## src/rtl/burst_col_pkg.sv

```systemverilog
package burst_col_pkg;
  // Length code encoding; codes with bit 2 set all select page mode.
  typedef enum logic [2:0] {
    BL_ONE   = 3'b000,
    BL_TWO   = 3'b001,
    BL_FOUR  = 3'b010,
    BL_EIGHT = 3'b011,
    BL_PAGE  = 3'b100
  } blen_e;

  localparam int unsigned LEN_CODE_W = 3;
  localparam int unsigned MAX_WIN_LOG = 3;
endpackage

```

## src/rtl/burst_rst_sync.sv

```systemverilog
module burst_rst_sync (
  input  logic clk,
  input  logic rst_n,
  output logic rst_sync_n
);
  logic meta_q;
  logic hold_q;

  always_ff @(posedge clk or negedge rst_n) begin
    if (!rst_n) begin
      meta_q <= 1'b0;
      hold_q <= 1'b0;
    end else begin
      meta_q <= 1'b1;
      hold_q <= meta_q;
    end
  end

  assign rst_sync_n = hold_q;
endmodule

```

## src/rtl/burst_len_dec.sv

```systemverilog
module burst_len_dec
  import burst_col_pkg::*;
#(
  parameter int unsigned COL_W = 8
) (
  input  logic [LEN_CODE_W-1:0] code_i,
  output logic [COL_W-1:0]      mask_o,
  output logic                  page_o
);
  assign page_o = code_i[2];

  // Window mask: ones over the bits that move inside the burst window.
  for (genvar g = 0; g < COL_W; g++) begin : g_mask
    if (g < MAX_WIN_LOG) begin : g_low
      assign mask_o[g] = page_o | (code_i[1:0] > 2'(g));
    end else begin : g_high
      assign mask_o[g] = page_o;
    end
  end
endmodule

```

## src/rtl/burst_col_step.sv

```systemverilog
module burst_col_step #(
  parameter int unsigned COL_W = 8
) (
  input  logic [COL_W-1:0] base_i,
  input  logic [COL_W-1:0] idx_i,
  input  logic [COL_W-1:0] mask_i,
  input  logic             ilv_i,
  output logic [COL_W-1:0] addr_o
);
  logic [COL_W-1:0] sum;
  logic [COL_W-1:0] seq_addr;
  logic [COL_W-1:0] xor_addr;

  always_comb begin
    sum      = base_i + idx_i;
    seq_addr = (base_i & ~mask_i) | (sum & mask_i);
    xor_addr = base_i ^ (idx_i & mask_i);
    addr_o   = ilv_i ? xor_addr : seq_addr;
  end
endmodule

```

## src/rtl/burst_col_ctrl.sv

```systemverilog
module burst_col_ctrl
  import burst_col_pkg::*;
#(
  parameter int unsigned COL_W = 8
) (
  input  logic                  clk,
  input  logic                  rst_n,
  input  logic                  start_i,
  input  logic [COL_W-1:0]      col_i,
  input  logic [LEN_CODE_W-1:0] len_i,
  input  logic                  ilv_i,
  input  logic                  stop_i,
  input  logic                  clear_i,
  input  logic [COL_W-1:0]      in_mask_i,
  input  logic                  in_page_i,
  input  logic [COL_W-1:0]      run_mask_i,
  input  logic                  run_page_i,
  input  logic [COL_W-1:0]      step_addr_i,
  output logic [COL_W-1:0]      base_o,
  output logic [COL_W-1:0]      idx_o,
  output logic [LEN_CODE_W-1:0] len_o,
  output logic                  ilv_o,
  output logic [COL_W-1:0]      col_o,
  output logic                  valid_o,
  output logic                  done_o
);
  logic [COL_W-1:0]      base_q, base_d;
  logic [COL_W-1:0]      idx_q,  idx_d;
  logic [LEN_CODE_W-1:0] len_q,  len_d;
  logic                  ilv_q,  ilv_d;
  logic [COL_W-1:0]      col_q,  col_d;
  logic                  act_q,  act_d;
  logic                  done_q, done_d;
  logic                  load_en;
  logic                  step_en;
  logic                  col_en;

  // Priority: clear, then start, then stop, then normal stepping.
  always_comb begin
    load_en = start_i & ~clear_i;
    step_en = ~clear_i & ~start_i & ~stop_i & act_q & ~done_q;
    col_en  = clear_i | load_en | step_en;

    base_d = col_i;
    len_d  = len_i;
    ilv_d  = ilv_i;
    idx_d  = load_en ? COL_W'(1) : idx_q + COL_W'(1);
    col_d  = clear_i ? '0 : (load_en ? col_i : step_addr_i);

    if (clear_i) begin
      act_d  = 1'b0;
      done_d = 1'b0;
    end else if (start_i) begin
      act_d  = 1'b1;
      done_d = ~in_page_i & (in_mask_i == '0);
    end else if (stop_i) begin
      act_d  = 1'b0;
      done_d = 1'b0;
    end else if (act_q && !done_q) begin
      act_d  = 1'b1;
      done_d = ~run_page_i & (idx_q == run_mask_i);
    end else begin
      act_d  = 1'b0;
      done_d = 1'b0;
    end
  end

  always_ff @(posedge clk or negedge rst_n) begin
    if (!rst_n) begin
      base_q <= '0;
      len_q  <= '0;
      ilv_q  <= 1'b0;
    end else if (load_en) begin
      base_q <= base_d;
      len_q  <= len_d;
      ilv_q  <= ilv_d;
    end
  end

  always_ff @(posedge clk or negedge rst_n) begin
    if (!rst_n) begin
      idx_q <= '0;
    end else if (load_en || step_en) begin
      idx_q <= idx_d;
    end
  end

  always_ff @(posedge clk or negedge rst_n) begin
    if (!rst_n) begin
      col_q <= '0;
    end else if (col_en) begin
      col_q <= col_d;
    end
  end

  always_ff @(posedge clk or negedge rst_n) begin
    if (!rst_n) begin
      act_q  <= 1'b0;
      done_q <= 1'b0;
    end else begin
      act_q  <= act_d;
      done_q <= done_d;
    end
  end

  assign base_o  = base_q;
  assign idx_o   = idx_q;
  assign len_o   = len_q;
  assign ilv_o   = ilv_q;
  assign col_o   = col_q;
  assign valid_o = act_q;
  assign done_o  = done_q;
endmodule

```

## src/rtl/burst_col_gen.sv

```systemverilog
module burst_col_gen
  import burst_col_pkg::*;
#(
  parameter int unsigned COL_W = 8
) (
  input  logic                  clk,
  input  logic                  rst_n,
  input  logic                  start_i,
  input  logic [COL_W-1:0]      col_i,
  input  logic [LEN_CODE_W-1:0] len_i,
  input  logic                  ilv_i,
  input  logic                  stop_i,
  input  logic                  clear_i,
  output logic [COL_W-1:0]      col_o,
  output logic                  valid_o,
  output logic                  done_o
);
  logic                  rst_sync_n;
  logic [COL_W-1:0]      in_mask;
  logic                  in_page;
  logic [COL_W-1:0]      run_mask;
  logic                  run_page;
  logic [COL_W-1:0]      base_q;
  logic [COL_W-1:0]      idx_q;
  logic [LEN_CODE_W-1:0] len_q;
  logic                  ilv_q;
  logic                  ilv_eff;
  logic [COL_W-1:0]      step_addr;

  burst_rst_sync u_rst (
    .clk        (clk),
    .rst_n      (rst_n),
    .rst_sync_n (rst_sync_n)
  );

  burst_len_dec #(.COL_W(COL_W)) u_dec_in (
    .code_i (len_i),
    .mask_o (in_mask),
    .page_o (in_page)
  );

  burst_len_dec #(.COL_W(COL_W)) u_dec_run (
    .code_i (len_q),
    .mask_o (run_mask),
    .page_o (run_page)
  );

  // Page mode always counts linearly through the row.
  assign ilv_eff = ilv_q & ~run_page;

  burst_col_step #(.COL_W(COL_W)) u_step (
    .base_i (base_q),
    .idx_i  (idx_q),
    .mask_i (run_mask),
    .ilv_i  (ilv_eff),
    .addr_o (step_addr)
  );

  burst_col_ctrl #(.COL_W(COL_W)) u_ctrl (
    .clk         (clk),
    .rst_n       (rst_sync_n),
    .start_i     (start_i),
    .col_i       (col_i),
    .len_i       (len_i),
    .ilv_i       (ilv_i),
    .stop_i      (stop_i),
    .clear_i     (clear_i),
    .in_mask_i   (in_mask),
    .in_page_i   (in_page),
    .run_mask_i  (run_mask),
    .run_page_i  (run_page),
    .step_addr_i (step_addr),
    .base_o      (base_q),
    .idx_o       (idx_q),
    .len_o       (len_q),
    .ilv_o       (ilv_q),
    .col_o       (col_o),
    .valid_o     (valid_o),
    .done_o      (done_o)
  );
endmodule

```

## config.mk

```make
export PLATFORM = sky130hd
export DESIGN_NAME = burst_col_gen
export DESIGN_NICKNAME = d
export VERILOG_FILES = /design/src/rtl/burst_col_pkg.sv /design/src/rtl/burst_rst_sync.sv /design/src/rtl/burst_len_dec.sv /design/src/rtl/burst_col_step.sv /design/src/rtl/burst_col_ctrl.sv /design/src/rtl/burst_col_gen.sv
export SDC_FILE = /design/constraint.sdc
export NUM_CORES = 1
export LEC_CHECK = 0
export BUFFER_PORTS_ARGS = -buffer_cell sky130_fd_sc_hd__buf_2
export CAP_MARGIN = 20
export CORE_ASPECT_RATIO = 0.8
export CORE_MARGIN = 10
export CORE_UTILIZATION = 50
export DETAILED_ROUTE_END_ITERATION = 12
export HOLD_SLACK_MARGIN = 0.03
export PLACE_DENSITY = 0.78
export REMOVE_ABC_BUFFERS = 1
export SLEW_MARGIN = 20
export SYNTH_ARGS = -nofsm -noshare
export SYNTH_HDL_FRONTEND = slang
export SYNTH_HIERARCHICAL = 1
export SYNTH_SLANG_ARGS = --single-unit
export TNS_END_PERCENT = 10
```

## constraint.sdc

```tcl
create_clock -name clk -period 2.2 [get_ports clk]
set_input_delay 0.22 -clock clk [delete_from_list [all_inputs] [get_ports clk]]
set_output_delay 0.22 -clock clk [all_outputs]
set_load 0.03 [all_outputs]
```

Yosys cells after proc, flatten, opt, wreduce, memory -nomap -nowiden

Index checks and enable logic that the tools add are counted.

$add $sub $neg: 2
Order comparisons: 6
Equal/unequal tests: 1
Muxes and demuxes: 12
Bitwise operators: 28
Reduce and logical (&&, ||, !) cells: 4

Operator list:

| operator                                                      | count |
|---|---|
| two-way mux 8 bit                                             | 4 |
| AND 8 bit                                                     | 3 |
| adder 8 x 1 -> 8 bit, second input constant                   | 1 |
| adder 8 bit                                                   | 1 |
| AND 1 bit                                                     | 8 |
| == test 8 bit                                                 | 1 |
| greater-than comparator 2 x 1 -> 1 bit, second input constant | 4 |
| logical NOT 8 bit                                             | 1 |
| two-way mux 1 bit                                             | 8 |
| NOT 8 bit                                                     | 1 |
| OR 1 bit                                                      | 8 |
| OR 8 bit                                                      | 1 |
| bitwise XOR 8 bit                                             | 1 |
| NOT 1 bit                                                     | 6 |
| greater-than comparator 2 bit, second input constant          | 2 |
| logical AND 1 bit                                             | 1 |
| logical NOT 1 bit                                             | 1 |
| logical OR 1 bit                                              | 1 |

Bits in registers: 32
Input bits: 17
Output and inout port bits: 10
Logic and storage cells: 62

Depth between registers and ports, before layout

Depth after elaboration: 8
Mapped depth: 11
Mapped depth without buffers: 11

By module

Netlist, hierarchy kept.

By module, submodules not included:

| module         | instances | cells each | area each (um2) | seq. area each (um2) |
|---|---|---|---|---|
| burst_col_ctrl | 1         | 129        | 1471.4          | 750.7 |
| burst_col_step | 1         | 71         | 513.0           | 0.0 |
| burst_len_dec  | 2         | 9          | 66.3            | 0.0 |
| burst_rst_sync | 1         | 3          | 53.8            | 50.0 |
| burst_col_gen  | 1         | 1          | 13.8            | 0.0 |

Worst setup path after synthesis

Ideal clock, no wire load.

Path type: register -> register
Start: register u_ctrl.idx_q[0], in the netlist u_ctrl/idx_o[0]
End: register u_ctrl.col_q[6], in the netlist u_ctrl/col_o[6]
Library setup time: 0.132 ns
Data arrival time: 2.182 ns
Required time: 2.068 ns
Setup slack: -0.114 ns
Cell stages (with the launch flop): 12
Period minus slack after synthesis: 2.314 ns
Cell sequence: dfrtp_1 > ha_1 > inv_1 > fa_1 > nor2b_4 > o31a_1 > o31ai_2 > xnor2_1 > a31o_1 > mux2_2 > mux2i_1 > nor2_1

Word-level cells in the longest chain between the ends: 6

RTL lines:

| element                        | RTL line             | source |
|---|---|---|
| start, declared                | burst_col_ctrl.sv:28 | `logic [COL_W-1:0] idx_q, idx_d;` |
| start signal, assigned         | burst_col_ctrl.sv:84 | `idx_q <= idx_d;` |
| adder 8 bit                    | burst_col_step.sv:15 | `sum = base_i + idx_i;` |
| AND 8 bit                      | burst_col_step.sv:16 | `seq_addr = (base_i & ~mask_i) \| (sum & mask_i);` |
| OR 8 bit                       | burst_col_step.sv:16 |  |
| two-way mux 8 bit              | burst_col_step.sv:18 | `addr_o = ilv_i ? xor_addr : seq_addr;` |
| via step_addr[6]               | burst_col_gen.sv:28  | `logic [COL_W-1:0] step_addr;` |
| two-way mux 8 bit (2 in a row) | burst_col_ctrl.sv:48 | `col_d = clear_i ? '0 : (load_en ? col_i : step_addr_i);` |
| end signal, assigned           | burst_col_ctrl.sv:92 | `col_q <= col_d;` |
| end, declared                  | burst_col_ctrl.sv:31 | `logic [COL_W-1:0] col_q, col_d;` |

The timed path passes the listed nets, and every way through them passes these cells.
A chain may end at the register's enable or synchronous reset.

Worst setup path after layout

Ends and elaborated chain as after synthesis.

==> results.py <==
metrics = {
    "placed_design": {
        "placed_cells": 306,
        "post-place-ws_ns": -0.0788,
        "placement.cell_area_um2": 2420,
        "io_buffers": 26,
        "globalplace.congestion": 0.847,
        "hpwl_um": 3750,
    },
    "power": {
        "p_leak_uw": 0.00120,
        "ir_drop_mv": 0.450,
        "power_density_nw_per_um2": 671,
    },
    "timing": {
        "tns_ns": -0.0423,
        "setup_viol": 1,
        "hold_viol_final": 0,
        "min_period_over_period_pct": 102,
        "max_freq_ghz": 0.446,
        "rsz0062_at_grt": "yes",
        "fin_ws_ns": -0.0423,
        "finalClockSkew_ns": 0.00637,
        "slew_violations": 0,
        "finalCriticalPeriod_ns": 2.24,
    },
    "critical_path": {
        "start_kind": "flop",
        "crit_slowest_cell": "dfrtp_1",
        "worst-path-buf-inv": 1,
        "cp.arrival_ns": 2.43,
        "crit_type": "flop to flop",
        "path_cells": "ha_2, inv_2, fa_2, nor2b_4, o31a_1, o31ai_2, xnor2_1, a31o_1, mux2_2, mux2i_1, nor2_1",
        "max_stage_delay_ns": 0.39,
        "cp_max_fo": 2,
        "endpoint_kind": "flop",
        "crit_family": "compound AO/OA/AOI/OAI gates",
        "required_ns": 2.38,
    },
    "cells_and_area": {
        "area_delta_synth_final_pct": 17.9,
        "final_nets": 286,
        "final-instance-count-excl-fill": 318,
        "postLayoutCellArea_um2": 2570,
        "multi_input_area_um2": 1250,
        "fillers": 365,
        "fin_util_pct": 61.3,
        "drive_gt1_share_pct": 37.2,
        "n_antenna_cell": 0,
        "regArea_um2": 801,
    },
    "flow_run": {
        "drv_cap": 0,
    },
    "routing": {
        "wl_per_cell_um": 16.6,
        "drc": 0,
        "ant_nets": 0,
        "drtIter0Drc": 123,
        "vias_per_cell": 5.64,
        "wirelength_um": 5290,
        "routed-via-count": 1792,
        "drtPass1Iterations": 4,
    },
    "grt": {
        "met2_usage_pct": 21.1,
        "grtUsageTotal_pct": 14.4,
        "grt_most_used_layer": "met2",
        "grt_max_degree": 31,
        "grt_overflow": 0,
        "grt_pass1_wl_um": 8510,
        "grtUsageMet1_pct": 19.5,
        "grt_pass1_vias": 1746,
        "gr-usage-met3_pct": 3.85,
        "antenna_found_initial": 0,
    },
    "yosys": {
        "syn-cell-area_um2": 2180,
        "ys.flop_type": "dfrtp_1",
        "netlist_instances": 222,
        "synth_edf_count": 0,
        "ys_types": 51,
        "avgSynthCellArea_um2": 9.84,
        "async_flop_share_pct": 100,
        "ys_ff_latch": 32,
        "seq_area_frac_synth_pct": 36.7,
        "yosysWarnings": 6,
    },
    "floorplan": {
        "fp.dieArea_um2": 7430,
        "dieHeight_um": 79.1,
        "coreArea_um2": 4200,
        "rows": 21,
        "io_pins": 27,
        "die-width_um": 93.9,
        "initial_utilization_pct": 52.0,
    },
    "clock_network": {
        "cts_tree": "built",
        "clock_latency_ns": 0.29,
        "cts_root_buffer": "clkbuf_8",
        "cts_max_level": 2,
        "cts-buffers-inserted": 5,
        "clock_path_buffers": 2,
        "clkTransAtPathRegs_ns": 0.07,
        "cts.sinks": 32,
    },
    "status": {
        "status": "finished, violations left",
        "violations": "setup timing",
    },
    "min_path": {
        "holdCritPathClass": "primary input to flop",
    },
}
area by class of cell:
cell class,instances,share of cell area (%)
Inverter,7,1.02
Tap cell,57,2.77
Clock inverter,2,0.583
Clock buffer,6,3.21
Multi-Input combinational cell,162,48.6
Sequential cell,32,31.1
Timing Repair Buffer,52,12.7
report_power, final:
part | switching, µW | total, µW | internal, µW
sequential | 36.8 | 677 | 640
clock | 226 | 479 | 253
combinational | 298 | 571 | 274
total | 560 | 1730 | 1170
state kept, by name, summed over array words and instances (netlist names):
| signal | count |
|---|---|
| u_ctrl/base_o | 8 |
| u_ctrl/valid_o | 1 |
| u_rst/rst_sync_n | 1 |
| u_ctrl/done_o | 1 |
| u_ctrl/ilv_o | 1 |
| u_ctrl/idx_o | 8 |
| u_ctrl/col_o | 8 |
| u_ctrl/len_o | 3 |
| u_rst/meta_q | 1 |
final timing paths:
path / from / end / slack, ns / cells past startpoint
setup / recovery: u_ctrl/idx_o[0] / u_ctrl/col_o[6] / -0.04 / 11
hold / removal: col_i[3] / u_ctrl/base_o[3] / 0.17 / 2
setup reg to reg: u_ctrl/idx_o[0] / u_ctrl/col_o[6] / -0.04 / 11
hold reg to reg: u_rst/rst_sync_n / u_ctrl/col_o[0] / 0.25 / 1
max in group asynchronous: u_rst/rst_sync_n / u_ctrl/col_o[5] / 1.66 / 1
min in group asynchronous: rst_n / u_rst/rst_sync_n / 0.24 / 2
logic make-up after synthesis:
group,after synthesis,synth area share [%]
buffers and inverters,28,7.10
XOR/XNOR,14,5.61
multiplexers,30,14.9
other,1,0.172
AO/OA/AOI/OAI,49,15.1
flip-flops,32,36.7
adder cells (fa/ha/maj),9,5.50
AND/OR/NAND/NOR,59,14.9
synthesized netlist by cell type, types with 3 or more instances:
cell type,number,area (µm²)
mux2i_1,9,90.1
inv_1,7,26.3
clkbuf_1,6,22.5
nor4_1,4,25.0
mux2_2,21,236
nand3_1,9,45.0
dfrtp_1,32,801
buf_4,13,97.6
ha_1,8,100
xnor2_1,5,43.8
o21ai_0,17,85.1
nor3_1,5,25.0
xor2_1,9,78.8
a21oi_1,7,35.0
nor2_1,12,45.0
nand2_1,9,33.8
or3_1,3,18.8
nand2b_1,3,18.8
cells in the final DEF (no fill, tap or decap), types with 3 or more instances in the layout:
master and n:
a21oi_1 5, buf_2 26, buf_4 25, clkbuf_8 6
dfrtp_1 32, ha_1 7, inv_1 6, mux2_2 21
mux2i_1 9, nand2_1 9, nand2b_1 3, nand3_1 9
nor2_1 12, nor3_1 5, nor4_1 4, o21ai_0 17
or3_1 3, xnor2_1 5, xor2_1 9
what timing repair did:
| item | CTS | global route |
|---|---|---|
| gates resized for setup | 4 | 3 |
| setup buffers | 1 | 2 |
| gates cloned | 0 | 0 |
| hold buffers | 1 | 0 |
| setup endpoints to repair | 2 | 4 |
| pin swaps | 3 | 4 |
| endpoints found under the hold margin | 2 | 0 |
stage by stage:
stage,hold slack (ns),total power (µW)
5_1_grt,0.172,1830
6_report,0.169,1730
3_3_place_gp,0.00631,1200
2_1_floorplan,-0.0756,1030
3_5_place_dp,0.00725,1220
4_1_cts,0.166,1720
layer usage:
metal	share of wire, %	routed length [µm]
met1	48	2510
met2	44	2340
met3	6.4	340
met4	1.6	87
met5	0	0
worst reg2reg max path: cells and delay by family, from the launching register on:
| family | cells | cell delay, ns |
|---|---|---|
| AO/OA/AOI/OAI | 3 | 0.68 |
| XOR/XNOR | 1 | 0.09 |
| adder cells (fa/ha/maj) | 2 | 0.43 |
| buffers and inverters | 1 | 0.06 |
| flip-flops | 1 | 0.39 |
| multiplexers | 2 | 0.38 |
| AND/OR/NAND/NOR | 2 | 0.10 |
Note: power is estimated with default switching activity, not from simulation.
